## src/rtl/dbg_scan_pkg.sv

```systemverilog
package dbg_scan_pkg;

    localparam int DATA_W      = 32;
    localparam int ADDR_W      = 5;
    localparam int FRAME_W     = DATA_W + ADDR_W + 1;
    localparam int NSLOT       = 1 << ADDR_W;

    localparam int CTRL_SLOT   = 0;
    localparam int CTRL_W      = 6;
    localparam int MON_BIT     = 4;
    localparam int RESET_SEL   = 4;

    localparam int WATCH_BASE  = 8;
    localparam int WATCH_PITCH = 8;
    localparam int WATCH_UNITS = 2;
    localparam int WATCH_REGS  = 6;

    // Implemented width of a slot; zero marks an unmapped slot.
    function automatic int unsigned slot_bits(int unsigned a);
        int unsigned rel;
        int unsigned w;
        w = 0;
        case (a)
            0: w = CTRL_W;
            1: w = 5;
            2: w = 8;
            4: w = 6;
            5: w = 32;
            default: begin
                if (a >= WATCH_BASE) begin
                    rel = a - WATCH_BASE;
                    if ((rel / WATCH_PITCH) < WATCH_UNITS &&
                        (rel % WATCH_PITCH) < WATCH_REGS) begin
                        case (rel % WATCH_PITCH)
                            4:       w = 9;
                            5:       w = 8;
                            default: w = 32;
                        endcase
                    end
                end
            end
        endcase
        return w;
    endfunction

    function automatic logic [DATA_W-1:0] slot_mask(int unsigned a);
        int unsigned w;
        logic [DATA_W-1:0] one;
        w   = slot_bits(a);
        one = 1;
        if (w >= DATA_W) return '1;
        return (one << w) - one;
    endfunction

endpackage

```

## src/rtl/dbg_scan_shifter.sv

```systemverilog
module dbg_scan_shifter
    import dbg_scan_pkg::*;
#(
    parameter int LEN = FRAME_W
) (
    input  logic           clk,
    input  logic           rst_n,
    input  logic           cap_en,
    input  logic           shift_en,
    input  logic [LEN-1:0] cap_word,
    input  logic           tdi,
    output logic [LEN-1:0] frame_q,
    output logic           tdo
);

    typedef struct packed {
        logic [LEN-1:0] frame;
    } sh_t;

    sh_t sh_d, sh_q;

    always_comb begin
        sh_d = sh_q;
        if (cap_en) begin
            sh_d.frame = cap_word;
        end else if (shift_en) begin
            sh_d.frame = {tdi, sh_q.frame[LEN-1:1]};
        end
    end

    always_ff @(posedge clk or negedge rst_n) begin
        if (!rst_n) sh_q <= '0;
        else        sh_q <= sh_d;
    end

    assign frame_q = sh_q.frame;
    assign tdo     = sh_q.frame[0];

    p_shift_lsb_first_r1: assert property (@(posedge clk) disable iff (!rst_n)
        (shift_en && !cap_en) |=>
            (frame_q[LEN-2:0] == $past(frame_q[LEN-1:1])) && (frame_q[LEN-1] == $past(tdi)));

    p_idle_hold_r10: assert property (@(posedge clk) disable iff (!rst_n)
        (!shift_en && !cap_en) |=> $stable(frame_q));

    p_capture_load_r4: assert property (@(posedge clk) disable iff (!rst_n)
        cap_en |=> frame_q == $past(cap_word));

endmodule

```

## src/rtl/dbg_slot_decode.sv

```systemverilog
module dbg_slot_decode
    import dbg_scan_pkg::*;
#(
    parameter int AW = ADDR_W,
    parameter int NS = NSLOT
) (
    input  logic          clk,
    input  logic          rst_n,
    input  logic          fire,
    input  logic [AW-1:0] addr,
    output logic [NS-1:0] stb
);

    for (genvar i = 0; i < NS; i++) begin : g_slot
        if (slot_bits(i) != 0) begin : g_live
            assign stb[i] = fire && (addr == AW'(i));
        end else begin : g_dead
            assign stb[i] = 1'b0;
        end
    end

    p_strobe_onehot_r2: assert property (@(posedge clk) disable iff (!rst_n)
        $onehot0(stb));

    p_unmapped_quiet_r5: assert property (@(posedge clk) disable iff (!rst_n)
        (slot_bits(addr) == 0) |-> (stb == '0));

    p_mapped_hit_r4: assert property (@(posedge clk) disable iff (!rst_n)
        (fire && slot_bits(addr) != 0) |-> ($countones(stb) == 1 && stb[addr]));

endmodule

```

## src/rtl/dbg_read_mux.sv

```systemverilog
module dbg_read_mux
    import dbg_scan_pkg::*;
#(
    parameter int DW = DATA_W,
    parameter int AW = ADDR_W,
    parameter int NS = NSLOT
) (
    input  logic                 clk,
    input  logic                 rst_n,
    input  logic [AW-1:0]        sel,
    input  logic [DW-1:0]        ctrl_word,
    input  logic [(NS-1)*DW-1:0] ext_bus,
    output logic [DW-1:0]        word
);

    logic [DW-1:0] masked [NS];

    for (genvar i = 0; i < NS; i++) begin : g_src
        if (i == CTRL_SLOT) begin : g_own
            assign masked[i] = ctrl_word & slot_mask(i);
        end else if (i < CTRL_SLOT) begin : g_lo
            assign masked[i] = ext_bus[i*DW +: DW] & slot_mask(i);
        end else begin : g_hi
            assign masked[i] = ext_bus[(i-1)*DW +: DW] & slot_mask(i);
        end
    end

    assign word = masked[sel];

    p_unmapped_zero_r5: assert property (@(posedge clk) disable iff (!rst_n)
        (slot_bits(sel) == 0) |-> (word == '0));

    p_width_trim_r6: assert property (@(posedge clk) disable iff (!rst_n)
        (word & ~slot_mask(sel)) == '0);

endmodule

```

## src/rtl/dbg_ctrl_reg.sv

```systemverilog
module dbg_ctrl_reg
    import dbg_scan_pkg::*;
#(
    parameter int CW = CTRL_W
) (
    input  logic          clk,
    input  logic          rst_n,
    input  logic          wr_en,
    input  logic [CW-1:0] wr_val,
    output logic [CW-1:0] ctrl_q
);

    typedef struct packed {
        logic [CW-1:0] val;
    } ctl_t;

    ctl_t ctl_d, ctl_q;

    always_comb begin
        ctl_d = ctl_q;
        if (wr_en) ctl_d.val = wr_val;
    end

    always_ff @(posedge clk or negedge rst_n) begin
        if (!rst_n) ctl_q <= '0;
        else        ctl_q <= ctl_d;
    end

    assign ctrl_q = ctl_q.val;

    p_ctrl_hold_r9: assert property (@(posedge clk) disable iff (!rst_n)
        !wr_en |=> $stable(ctrl_q));

    p_ctrl_load_r9: assert property (@(posedge clk) disable iff (!rst_n)
        wr_en |=> ctrl_q == $past(wr_val));

endmodule

```

## src/rtl/dbg_scan_access.sv

```systemverilog
module dbg_scan_access
    import dbg_scan_pkg::*;
(
    input  logic                         tck,
    input  logic                         trst_n,
    input  logic                         chain_sel,
    input  logic                         capture_dr,
    input  logic                         shift_dr,
    input  logic                         update_dr,
    input  logic                         tdi,
    output logic                         tdo,
    output logic [NSLOT-1:0]             wr_stb,
    output logic [DATA_W-1:0]            wr_data,
    output logic [NSLOT-1:0]             rd_stb,
    input  logic [(NSLOT-1)*DATA_W-1:0]  rd_bus,
    output logic [CTRL_W-1:0]            dbg_ctrl,
    output logic                         mon_en
);

    localparam int FLAG_BIT = FRAME_W - 1;

    typedef struct packed {
        logic [ADDR_W-1:0] sel;
    } acc_t;

    acc_t st_d, st_q;

    logic                cap_en;
    logic                shift_en;
    logic                upd_fire;
    logic [FRAME_W-1:0]  frame_q;
    logic [FRAME_W-1:0]  cap_word;
    logic [DATA_W-1:0]   f_data;
    logic [ADDR_W-1:0]   f_addr;
    logic                f_write;
    logic [DATA_W-1:0]   rd_word;
    logic [CTRL_W-1:0]   ctrl_q;

    // TAP states are exclusive; capture wins, then shift, then update.
    assign cap_en   = chain_sel && capture_dr;
    assign shift_en = chain_sel && shift_dr && !capture_dr;
    assign upd_fire = chain_sel && update_dr && !capture_dr && !shift_dr;

    assign f_data  = frame_q[DATA_W-1:0];
    assign f_addr  = frame_q[DATA_W +: ADDR_W];
    assign f_write = frame_q[FLAG_BIT];

    always_comb begin
        st_d = st_q;
        if (upd_fire && !f_write) st_d.sel = f_addr;
    end

    always_ff @(posedge tck or negedge trst_n) begin
        if (!trst_n) st_q <= '{sel: ADDR_W'(RESET_SEL)};
        else         st_q <= st_d;
    end

    always_comb begin
        wr_data = f_data & slot_mask(f_addr);
    end

    assign cap_word = {1'b0, st_q.sel, rd_word};

    dbg_scan_shifter #(.LEN(FRAME_W)) u_shift (
        .clk      (tck),
        .rst_n    (trst_n),
        .cap_en   (cap_en),
        .shift_en (shift_en),
        .cap_word (cap_word),
        .tdi      (tdi),
        .frame_q  (frame_q),
        .tdo      (tdo)
    );

    dbg_slot_decode #(.AW(ADDR_W), .NS(NSLOT)) u_wr_dec (
        .clk   (tck),
        .rst_n (trst_n),
        .fire  (upd_fire && f_write),
        .addr  (f_addr),
        .stb   (wr_stb)
    );

    dbg_slot_decode #(.AW(ADDR_W), .NS(NSLOT)) u_rd_dec (
        .clk   (tck),
        .rst_n (trst_n),
        .fire  (cap_en),
        .addr  (st_q.sel),
        .stb   (rd_stb)
    );

    dbg_read_mux #(.DW(DATA_W), .AW(ADDR_W), .NS(NSLOT)) u_rd_mux (
        .clk       (tck),
        .rst_n     (trst_n),
        .sel       (st_q.sel),
        .ctrl_word (DATA_W'(ctrl_q)),
        .ext_bus   (rd_bus),
        .word      (rd_word)
    );

    dbg_ctrl_reg #(.CW(CTRL_W)) u_ctrl (
        .clk    (tck),
        .rst_n  (trst_n),
        .wr_en  (wr_stb[CTRL_SLOT]),
        .wr_val (wr_data[CTRL_W-1:0]),
        .ctrl_q (ctrl_q)
    );

    assign dbg_ctrl = ctrl_q;
    assign mon_en   = ctrl_q[MON_BIT];

    p_sel_load_r3: assert property (@(posedge tck) disable iff (!trst_n)
        (upd_fire && !f_write) |=> st_q.sel == $past(f_addr));

    p_sel_hold_r7: assert property (@(posedge tck) disable iff (!trst_n)
        !(upd_fire && !f_write) |=> $stable(st_q.sel));

    p_unselected_quiet_r10: assert property (@(posedge tck) disable iff (!trst_n)
        !chain_sel |-> (wr_stb == '0 && rd_stb == '0));

    p_read_no_write_r3: assert property (@(posedge tck) disable iff (!trst_n)
        (update_dr && !f_write) |-> wr_stb == '0);

endmodule

```

## config.mk

```make
export PLATFORM = sky130hd
export DESIGN_NAME = dbg_scan_access
export DESIGN_NICKNAME = d
export VERILOG_FILES = /design/src/rtl/dbg_scan_pkg.sv /design/src/rtl/dbg_scan_shifter.sv /design/src/rtl/dbg_slot_decode.sv /design/src/rtl/dbg_read_mux.sv /design/src/rtl/dbg_ctrl_reg.sv /design/src/rtl/dbg_scan_access.sv
export SDC_FILE = /design/constraint.sdc
export NUM_CORES = 1
export LEC_CHECK = 0
export BUFFER_PORTS_ARGS = -buffer_cell sky130_fd_sc_hd__buf_2
export CORE_AREA = 2 2 427 429
export CTS_CLUSTER_SIZE = 16
export DETAILED_ROUTE_END_ITERATION = 10
export DIE_AREA = 0 0 429 431
export GPL_TIMING_DRIVEN = 0
export SYNTH_ARGS = -nofsm -noshare
export SYNTH_HDL_FRONTEND = slang
export SYNTH_HIERARCHICAL = 1
export SYNTH_SLANG_ARGS = --single-unit
```

## constraint.sdc

```tcl
create_clock -name tck -period 9.9 [get_ports tck]
set_clock_uncertainty 0.15 [all_clocks]
set_input_delay 2.97 -clock tck [delete_from_list [all_inputs] [get_ports tck]]
set_output_delay 2.97 -clock tck [all_outputs]
set_load 0.005 [all_outputs]
```

== Word level (Yosys, flattened, before mapping) ==
Cells that the tools add are included.

* Flip-flop bits (word level): 49
* Logic and storage cells: 109

* $add $sub $neg: 2
* Order comparisons: 5
* Equal/unequal tests: 34
* Shift operators: 1
* Mux-type cells: 12
* Bitwise gates (word level): 2
* Reductions and logical operators: 50

{| class="wikitable"
|+ Operator list
! cell !! count
|-
| $bmux W32 S5 || 1
|-
| $mux W32 || 4
|-
| $mux W38 || 2
|-
| $eq A5 B4 Y1 const B || 12
|-
| $eq A5 B5 Y1 const B || 12
|-
| $logic_and A1 B1 Y1 || 43
|-
| $and A32 B32 Y32 || 1
|-
| $ge A32 B6 Y1 const B || 1
|-
| $shl A1 B32 Y32 const A || 1
|-
| $sub A32 B1 Y32 const B || 1
|-
| $lt A29 B2 Y1 const B || 1
|-
| $pmux W6 S4 || 1
|-
| $eq A5 B3 Y1 const B || 4
|-
| $mux W6 || 2
|-
| $pmux W6 S2 || 1
|-
| $eq A5 B1 Y1 const B || 2
|-
| $eq A5 B2 Y1 const B || 2
|-
| $logic_not A5 Y1 || 2
|-
| $eq A3 B3 Y1 const B || 2
|-
| $ge A6 B6 Y1 const B || 1
|-
| $not A5 Y6 || 1
|-
| $sub A5 B4 Y6 const B || 1
|-
| $ge A5 B4 Y1 const B || 1
|-
| $logic_not A1 Y1 || 3
|-
| other kinds (4) || 4
|}

== Depth between registers and ports, before layout ==
* Depth in word-level cells: 10
* Gate-level depth with buffers: 11
* Mapped depth without buffers: 10

== Hierarchy ==
Netlist, hierarchy kept.

{| class="wikitable"
|+ By module, submodules not included
! module !! times used !! cells an instance !! area each (um2)
|-
| dbg_read_mux || 1 || 298 || 3012.9
|-
| dbg_scan_shifter || 1 || 165 || 1766.7
|-
| dbg_scan_access || 1 || 102 || 798.3
|-
| dbg_slot_decode || 2 || 46 || 282.8
|-
| dbg_ctrl_reg || 1 || 13 || 251.5
|}

== Worst setup path after synthesis ==
Ideal clock, no wire load.

* Kind: input port to output port
* Start point: input port capture_dr
* End point: output port wr_stb[0]
* Arrival time: 4.229 ns
* Data required time: 6.780 ns
* Setup slack: 2.551 ns
* Cell stages on the path: 4
* Path buffers: 0
* Path through: nor4bb_1 -> and2_1 -> or4b_1 -> nor3_1

* Longest elaborated chain between the ends: 5

{| class="wikitable"
|+ Ends and longest elaborated chain
! element !! line !! source
|-
| start: declaration || dbg_scan_access.sv:7 || <nowiki>input logic capture_dr,</nowiki>
|-
| $logic_not A1 Y1 || dbg_scan_access.sv:42 || <nowiki>assign upd_fire = chain_sel && update_dr && !capture_dr && !shift_dr;</nowiki>
|-
| $logic_and A1 B1 Y1 (2 in a row) || dbg_scan_access.sv:42 ||
|-
| $logic_and A1 B1 Y1 || dbg_scan_access.sv:78 || <nowiki>.fire (upd_fire && f_write),</nowiki>
|-
| $logic_and A1 B1 Y1 || dbg_slot_decode.sv:16 || <nowiki>assign stb[i] = fire && (addr == AW'(i));</nowiki>
|-
| end: declaration || dbg_scan_access.sv:12 || <nowiki>output logic [NSLOT-1:0] wr_stb,</nowiki>
|}

Every way passes these cells.

== Final worst setup path ==
Ends and elaborated chain as after synthesis.

==> run_results.csv <==
group,metric,value,unit
timing,grt_setup_unrepaired,"false",
clocking,cts_resized,0,
global_routing,grt_pass1_wl,91.3,mm
timing,relSlewSlack,30.5,%
logic_synthesis,synthTopCellsByArea,"dfrtp_1, mux4_2, mux2i_1",
layout,layout_common_cells,"buf_2, nand2_1, mux2i_1, o21ai_1, dfrtp_1",
drt,firstDrtPassIters,5,
layout,drive_gt1_share,50.8,%
worst_setup_path,rr_startpoint,"st_q[2]",
logic_synthesis,ys_seq_elements,49,
drt,drt-initial-drc-count,617,
clocking,cts_buffer_depth,2,
placed_design,dp_cells,3491,
layout,final_common_cell,"buf_2",
layout,syn2layout_area_growth,84.6,%
worst_setup_path,arrival,5150,ps
drt,drc_errors,0,
placed_design,pre_cts_slack,1420,ps
logic_synthesis,yosysSeqAreaShare,19.2,%
timing,setup_violations,0,
timing,period_minus_slack,8270,ps
drt,wirelength,75.8,mm
pwr,ir_drop,0.0937,mV
logic_synthesis,yosysTopAreaCell,"dfrtp_1",
timing,fin_crit_sh,83.6,%
clocking,insertion_delay,330,ps
worst_setup_path,crit_type,"primary input to output port",
global_routing,grtUsageTotal,7.83,%
floorplan,dieArea,0.185,mm2
timing,hold_viol_final,0,
worst_setup_path,crit_end,"wr_stb[0]",
floorplan,design.core.area,0.180,mm2
logic_synthesis,synth_warnings,6,
logic_synthesis,synth_edf_count,0,
job,max-cap-violations,0,
clocking,cts_tree,"done",
worst_setup_path,r2r_end,"u_shift/frame_q[9]",
logic_synthesis,synth_top_area_share,18.8,%
pwr,power_density,90.1,mW/mm2
global_routing,grt_pass1_vias,7624,
timing,fin_ws,1630,ps
timing,finalSetupTns,0,ps
clocking,h-tree-depth,2,
timing,slew_viol_final,0,
logic_synthesis,synthFlopType,"dfrtp_1",
worst_setup_path,reg2reg_slack,6610,ps
floorplan,die_w,429,um
global_routing,antenna_found_initial,113,
floorplan,rows,156,
floorplan,start_util,3.55,%
logic_synthesis,yosys.cell_types.count,56,
placed_design,hpwl,69.9,mm
timing,max_freq,121,MHz
logic_synthesis,synth.avg_cell_area,9.54,um2
clocking,postCtsHoldBufs,0,
clocking,cts_setup_buffers,0,
placed_design,gp_congestion,0.886,
logic_synthesis,async_reset_ff_share,100,%
drt,wl_per_cell,21.6,um
timing,worst_pin_slew,1040,ps
floorplan,dieHeight,431,um
worst_setup_path,cp-startpoint,"capture_dr",
drt,num_vias,8160,
pwr,p_leak,0.00424,uW
logic_synthesis,synth_area,0.00639,mm2
layout,fillers,21200,
floorplan,io_pins,1103,
drt,ant_nets,0,
hold_path,hold_class,"flop to flop",
layout,stdcell_count,3518,
outcome,status,"finished clean",
clocking,cts-root-buf,"clkbuf_16",
worst_setup_path,reg2regPathDepth,8,
global_routing,grt_max_degree,50,
worst_setup_path,cp_max_fo,6,
drt,drt-vias-per-instance,2.32,
placed_design,io_buffers,421,
clocking,cts_buffers,5,
worst_setup_path,cp-end-kind,"output port",
worst_setup_path,required,6780,ps
clocking,clkSinkCount,49,
clocking,path_clk_slew,70,ps
layout,nets,2131,
worst_setup_path,start_kind,"primary input",
global_routing,grt_overflow,0,
logic_synthesis,netlist_instances,670,
## kinds of logic (layout without fill, tap and decap cells)
family / after synthesis / in the layout / synth area share [%]
buffers and inverters: 98 / 527 / 10.7
other: 4 / 53 / 0.235
muxes: 146 / 146 / 35.9
DFF: 49 / 49 / 19.2
and+or+nand+nor: 206 / 206 / 16.6
AOI/OAI and AO/OA: 163 / 163 / 16.6
adders and majority gates: 4 / 4 / 0.783
## Yosys cell counts, types with 2 or more instances
cell type,n
nand2_1,77
mux2i_1,75
o21ai_1,62
dfrtp_1,48
mux4_2,44
buf_4,36
nor2_1,35
a22oi_1,27
buf_2,21
clkbuf_1,20
nor2b_1,20
o21ai_0,16
mux4_1,15
nand2b_1,15
a21oi_1,14
and2_1,14
nor3_1,11
a22o_1,9
buf_6,8
a221oi_1,7
nand3_1,7
a31o_2,6
buf_12,6
mux2_2,6
mux2_4,6
nand4bb_1,6
o21a_1,6
nand3b_1,5
conb_1,4
ha_1,4
inv_1,4
or4b_1,4
a21boi_0,3
a221oi_2,2
buf_1,2
nand4b_1,2
nor3b_1,2
o22ai_1,2
o311a_1,2
## critical path, stage by stage
cell	delay, ps
buf_2	110
nor4bb_1	370
and2_1	370
or4b_1	550
nor3_2	530
buf_2	230
## worst min path at each step
stage                          start                  end  slack, ps  cells past startpoint
finish              u_ctrl/ctrl_q[5]     u_ctrl/ctrl_q[5]        410                      1
global route        u_ctrl/ctrl_q[5]     u_ctrl/ctrl_q[5]        430                      1
CTS                 u_ctrl/ctrl_q[5]     u_ctrl/ctrl_q[5]        400                      1
detailed placement  u_ctrl/ctrl_q[5]     u_ctrl/ctrl_q[5]        380                      1
global placement             st_q[1]  u_shift/frame_q[33]        390                      2
floorplan                    st_q[1]  u_shift/frame_q[33]        340                      2
## metrics by stage
| stage | hold WS, ps | instance area [um2] | total power, uW | utilization (%) |
|---|---|---|---|---|
| final | 405 | 11800 | 1060 | 6.55 |
| after global routing | 429 | 11800 | 1120 | 6.54 |
| after CTS | 398 | 11800 | 1080 | 6.52 |
| after detailed placement | 379 | 11600 | 857 | 6.43 |
| after global placement | 393 | 11600 | 852 | 6.43 |
| after floorplan | 341 | 6510 | 536 | - |
## report_power, final
part           switching [uW]  total, uW  internal, uW
registers                69.9        311           241
logic                     319        532           213
clock network             100        221           120
total                     489       1060           574
## sequential cells by signal (all words and copies together) (netlist names)
| register | cells |
|---|---|
| u_shift/frame_q | 38 |
| u_ctrl/ctrl_q | 6 |
| st_q | 5 |
## layout make-up
cell class / count / area [um2] / area share [%]
Clock inverter: 3 / 43.8 / 0.371
Sequential cell: 49 / 1230 / 10.4
Tap cell: 2370 / 2970 / 25.1
Timing Repair Buffer: 421 / 2110 / 17.9
Antenna cell: 19 / 47.5 / 0.403
Clock buffer: 5 / 125 / 1.06
Buffer: 93 / 668 / 5.66
Multi-Input combinational cell: 553 / 4600 / 39.0
Inverter: 5 / 18.8 / 0.159
## metal layers
layer	track usage (%)	up-vias	part of all wire [%]
met5	0	-	0.75
met1	7.59	3880	32
met4	2.91	88	4.0
met3	3.84	230	11
met2	14.2	554	52
li1	-	3408	-
(Power assumes the default switching activity.)
